### src/rtl/xts_tweak_pkg.sv
package xts_tweak_pkg;
  typedef enum logic [1:0] {
    FLD128     = 2'b00,
    FLD64      = 2'b01,
    FLD64X2    = 2'b10,
    FLD128_ALT = 2'b11
  } fld_mode_e;
endpackage

### src/rtl/xts_lane_dbl.sv
// Multiply a W-bit field element by x: shift left one, fold the carry.
module xts_lane_dbl #(
  parameter int         W   = 128,
  parameter logic [7:0] RED = 8'h87
) (
  input  logic [W-1:0] a,
  output logic [W-1:0] y
);
  logic [7:0] fold;
  assign fold = a[W-1] ? RED : 8'h00;
  assign y    = {a[W-2:0], 1'b0} ^ {{(W-8){1'b0}}, fold};
endmodule

### src/rtl/xts_lane_quad.sv
// Multiply a W-bit field element by x^2 with a two-bit fold lookup.
module xts_lane_quad #(
  parameter int         W   = 64,
  parameter logic [7:0] RED = 8'h1B
) (
  input  logic [W-1:0] a,
  output logic [W-1:0] y
);
  localparam logic [7:0] RED2 = {RED[6:0], 1'b0};
  logic [7:0] fold;
  always_comb begin
    case (a[W-1:W-2])
      2'b00:   fold = 8'h00;
      2'b01:   fold = RED;
      2'b10:   fold = RED2;
      default: fold = RED2 ^ RED;
    endcase
  end
  assign y = {a[W-3:0], 2'b00} ^ {{(W-8){1'b0}}, fold};
endmodule

### src/rtl/xts_tweak_seq.sv
module xts_tweak_seq #(
  parameter int         TW     = 128,
  parameter logic [7:0] RED_TW = 8'h87,
  parameter logic [7:0] RED_HW = 8'h1B
) (
  input  logic          clk,
  input  logic          rst,
  input  logic          load_i,
  input  logic [TW-1:0] seed_i,
  input  logic [1:0]    mode_i,
  input  logic          adv_i,
  output logic [TW-1:0] tweak_o
);
  import xts_tweak_pkg::*;

  localparam int HW    = TW / 2;
  localparam int LANES = 2;

  fld_mode_e       mode_q;
  logic [TW-1:0]   state_q;
  logic [TW-1:0]   nxt_full;
  logic [HW-1:0]   nxt_half;
  logic [TW-1:0]   nxt_pair;
  logic [HW-1:0]   seed_x;
  logic [TW-1:0]   nxt_state;
  logic [TW-1:0]   load_state;
  logic            step;

  assign step = adv_i && !load_i;

  xts_lane_dbl #(.W(TW), .RED(RED_TW)) u_dbl_full (
    .a(state_q), .y(nxt_full));

  xts_lane_dbl #(.W(HW), .RED(RED_HW)) u_dbl_half (
    .a(state_q[HW-1:0]), .y(nxt_half));

  xts_lane_dbl #(.W(HW), .RED(RED_HW)) u_dbl_seed (
    .a(seed_i[HW-1:0]), .y(seed_x));

  for (genvar l = 0; l < LANES; l++) begin : g_lane
    xts_lane_quad #(.W(HW), .RED(RED_HW)) u_quad (
      .a(state_q[l*HW +: HW]), .y(nxt_pair[l*HW +: HW]));
  end

  always_comb begin
    case (mode_q)
      FLD64:   nxt_state = {{HW{1'b0}}, nxt_half};
      FLD64X2: nxt_state = nxt_pair;
      default: nxt_state = nxt_full;
    endcase
  end

  always_comb begin
    case (fld_mode_e'(mode_i))
      FLD64:   load_state = {{HW{1'b0}}, seed_i[HW-1:0]};
      FLD64X2: load_state = {seed_x, seed_i[HW-1:0]};
      default: load_state = seed_i;
    endcase
  end

  always_ff @(posedge clk) begin
    if (rst) begin
      mode_q  <= FLD128;
      state_q <= '0;
      tweak_o <= '0;
    end else if (load_i) begin
      mode_q  <= fld_mode_e'(mode_i);
      state_q <= load_state;
    end else if (step) begin
      tweak_o <= state_q;
      state_q <= nxt_state;
    end
  end

  logic is_wide;
  assign is_wide = (mode_q == FLD128) || (mode_q == FLD128_ALT);

  // the bit shifted out of the top reappears in bit 0 via 0x87
  a_r3_top_fold: assert property (@(posedge clk) disable iff (rst)
    ($past(!rst) && $past(step) && $past(is_wide))
      |-> state_q[0] == $past(state_q[TW-1]));

  // carry between the two halves
  a_r4_half_carry: assert property (@(posedge clk) disable iff (rst)
    ($past(!rst) && $past(step) && $past(is_wide))
      |-> state_q[HW] == $past(state_q[HW-1]));

  // single 64-bit field keeps the upper half clear
  a_r5_upper_clear: assert property (@(posedge clk) disable iff (rst)
    (mode_q == FLD64) |-> state_q[TW-1:HW] == '0);

  // paired load puts the seed's top lane bit into the high lane's bit 0
  a_r6_pair_seed: assert property (@(posedge clk) disable iff (rst)
    ($past(!rst) && $past(load_i) && mode_q == FLD64X2)
      |-> (state_q[HW] == $past(seed_i[HW-1])) && (state_q[HW-1:0] == $past(seed_i[HW-1:0])));

  // advance alongside load leaves the output alone
  a_r7_load_wins: assert property (@(posedge clk) disable iff (rst)
    ($past(!rst) && $past(load_i && adv_i)) |-> $stable(tweak_o));

  // no advance, no output change
  a_r8_hold: assert property (@(posedge clk) disable iff (rst)
    ($past(!rst) && !$past(adv_i)) |-> $stable(tweak_o));
endmodule

### config.mk
export PLATFORM = sky130hd
export DESIGN_NAME = xts_tweak_seq
export DESIGN_NICKNAME = d
export VERILOG_FILES = /design/src/rtl/xts_tweak_pkg.sv /design/src/rtl/xts_lane_dbl.sv /design/src/rtl/xts_lane_quad.sv /design/src/rtl/xts_tweak_seq.sv
export SDC_FILE = /design/constraint.sdc
export NUM_CORES = 1
export LEC_CHECK = 0
export BUFFER_PORTS_ARGS = -buffer_cell sky130_fd_sc_hd__buf_4
export CAP_MARGIN = 40
export CORE_AREA = 2 2 160 162
export CTS_CLUSTER_DIAMETER = 150
export CTS_CLUSTER_SIZE = 10
export DETAILED_ROUTE_END_ITERATION = 12
export DIE_AREA = 0 0 162 164
export MAX_ROUTING_LAYER = met4
export PLACE_DENSITY = 0.73
export SLEW_MARGIN = 20
export SYNTH_ARGS = -nofsm -noshare
export SYNTH_HDL_FRONTEND = slang
export SYNTH_SLANG_ARGS = --single-unit
### constraint.sdc
create_clock -name clk -period 2.4 [get_ports clk]
set_input_delay 0.24 -clock clk [delete_from_list [all_inputs] [get_ports clk]]
set_output_delay 0.24 -clock clk [all_outputs]
set_load 0.05 [all_outputs]
==> out/results.txt <==
Leakage -> 5.69 nW
Later-pin clock latency in the skew report -> 0.54 ns
Min cycle time layout -> 2.04 ns
CTS max path bufs -> 3
Row cnt -> 58
Worst r2r src -> mode_q[0]
Pin count of the biggest net entering global routing -> 142
Inserted Diodes -> 0
Hold WS -> 0.0122 ns
Clk network pwr share -> 36.3%
Synth Area per Inst -> 8.16 um2
Worst Min Path Start -> seed_i[30]
Vias in the first global route -> 10936
Core area -> 0.0248 mm2
Count of cell types in the netlist -> 43
Final ANT Viol Nets -> 0
Initial antenna violation count -> 0
Leading cell type by number of instances after synthesis -> nand2_1
Port Buffers -> 261
DRC viols -> 0
Rel. slew slack -> 48.5%
Total global routing overflow -> 0
Syn-to-layout area delta -> 24.3%
Endpoints failing setup -> 0
Via density -> 6.05
Worst setup startpoint -> mode_q[0]
Switching Power -> 3.00 mW
Yosys top cell area share -> 42.1%
Max H-tree Level -> 1
HPWL Detailed -> 25600 um
DRT Wirelength -> 38800 um
EDFF count, synth -> 0
FILL cells -> 2241
CP Max Fanout -> 25
Outcome -> finished clean
Main flop type after synthesis -> dfxtp_1
DIE AREA -> 0.0266 mm2
Seq pwr share -> 45.9%
Netlist Area Pre-Place -> 0.0123 mm2
Worst Path Required -> 2.83 ns
CTS tree -> yes
Switching part of the total -> 29.0%
Max Slew Vio Count -> 0
Top post-synthesis cells by area -> dfxtp_1 (42%), nand2_1 (11%), a21oi_1 (8.2%)
Crit path DAT -> 2.47 ns
Routed len/inst -> 19.3 um
GP Congestion -> 0.903
Net count, final -> 1827
Clock Sinks -> 258
Register area share after synthesis -> 42.1%
Setup TNS -> 0 ns
Mapped Nets -> 1648
Startpoint Class -> register
# Post-CTS Setup Buffers -> 0
Setup CP Type -> reg -> reg
Hold/Removal Path Class -> in -> reg
Synth area leader -> dfxtp_1
Worst IR Drop VDD -> 0.455 mV
Die width -> 162 um
Async SR Flop Fraction -> 0%
Clock root cell -> clkbuf_16
Most common library cells after synthesis -> nand2_1 (376), dfxtp_1 (258), a21oi_1 (201)
Int Power -> 7.37 mW
Max Freq -> 0.490 GHz
# Max-Cap Violations -> 0
Fin crit share -> 85.1%
Clock Skews -> 0.0113 ns
IO Pins -> 262
Cell count after synthesis -> 1505
Post-synthesis register bit count -> 258
Vias -> 12179
CTS clk-pin slew, worst paths -> 0.06 ns
Hold buffers post-CTS -> 26
GRT Total Usage -> 28.7%
Final Hold Vio Count -> 0
GR peak layer -> met1
TritonCTS buffer count -> 29
Power share of the combinational group -> 17.9%
Synth warnings -> 0
Met2 global-route usage -> 40.1%
Post-CTS sizing -> 0
DR pass1 iterations -> 6
First-pass GRT wire length -> 60000 um
Slew @ Worst Pin -> 0.772 ns
Grt met3 use -> 6.54%
PD cells -> 679 mW/mm2
Height of the die -> 164 um
Initial DRC Count -> 1254
Layout cells sized above 1 -> 21.9%
RSZ-0062 raised after global routing -> false
Routing usage on met1 -> 41.7%
Starting Density -> 49.5%
Crit end category -> register
## power groups by stage
stage                     sequential (mW)  combinational, mW  clock [mW]
final                                4.76               1.85        3.76
after global routing                 4.78               1.99        3.98
after CTS                            4.75               1.83        3.83
after detailed placement             4.84               1.79           0
after global placement               4.84               1.76           0
after floorplan                      4.99               1.02           0
## flip-flops by register name, indices dropped and copies added, names as in the netlist
register and cells:
state_q 128, tweak_o 128, mode_q 2
## path summary, 6_finish.rpt
path	endpoint	depth (start not counted)	slack (ns)
hold reg to reg	tweak_o[93]	2	0.45
setup reg to reg	state_q[15]	6	0.36
setup / recovery	state_q[15]	6	0.36
hold / removal	state_q[30]	3	0.01
## through the flow
step	util [%]	std cells	total power, mW	instance area, um2	setup WS, ns
floorplan	-	1505	6.01	12300	0.591
global placement	57.4	1956	6.60	14200	0.458
detailed placement	57.4	1956	6.62	14200	0.376
CTS	61.4	2012	10.4	15200	0.371
global route	61.5	2013	10.8	15300	0.254
finish	61.5	2013	10.4	15300	0.358
## cells in the final DEF, fill, tap and decap left out, types with 2 or more instances in the layout
master / synthesis / layout
o32ai_1: 39 / 39
or2_2: 2 / 4
buf_4: 10 / 276
o32ai_2: 19 / 19
dlygate4sd3_1: 0 / 26
nor3b_1: 5 / 5
inv_1: 10 / 9
nand2_1: 376 / 376
buf_12: 0 / 8
o21ai_1: 3 / 3
a221oi_2: 20 / 20
clkbuf_8: 0 / 2
a22oi_1: 63 / 63
nor2b_4: 0 / 2
a2111oi_0: 2 / 2
clkbuf_16: 0 / 29
dfxtp_1: 258 / 258
xor2_1: 4 / 4
nor3_1: 3 / 3
o22ai_1: 5 / 5
ha_1: 9 / 7
nand2b_1: 3 / 2
nor2_1: 72 / 71
a211oi_1: 117 / 117
mux2i_1: 2 / 2
a21oi_1: 201 / 201
o211ai_1: 2 / 2
nand3b_1: 60 / 60
a221oi_1: 42 / 42
xnor2_1: 7 / 7
## cells by family after synthesis
family	count (synthesis)	share of synthesized area, %
DFF	258	42.1
and+or+nand+nor	528	18.4
AOI/OAI and AO/OA	522	31.2
xor gates and xnor gates	11	0.785
muxes	2	0.163
buffers and inverters	175	6.50
adders and majority gates	9	0.917
## critical path, cell delays in order, from the launching register on
cell and delay [ns]:
dfxtp_1 0.32, inv_1 0.10, ha_4 0.33, nor2b_4 0.39, buf_4 0.34, a221oi_1 0.14
o32ai_1 0.29
## area by class of cell
class	count	area (um2)	share of cell area [%]
inverter	10	42.5	0.279
multi-input combinational	1072	6360	41.7
clock buffer	30	739	4.84
timing repair buffer	313	2540	16.7
tap	330	413	2.70
sequential	258	5160	33.8
## routing by layer
| metal | vias to the layer above | share of wire (%) |
|---|---|---|
| li1 | 5787 | - |
| met5 | - | 0 |
| met4 | 0 | 2.3 |
| met1 | 5794 | 45 |
| met3 | 68 | 9.9 |
| met2 | 530 | 42 |
(Power assumes the default switching activity.)
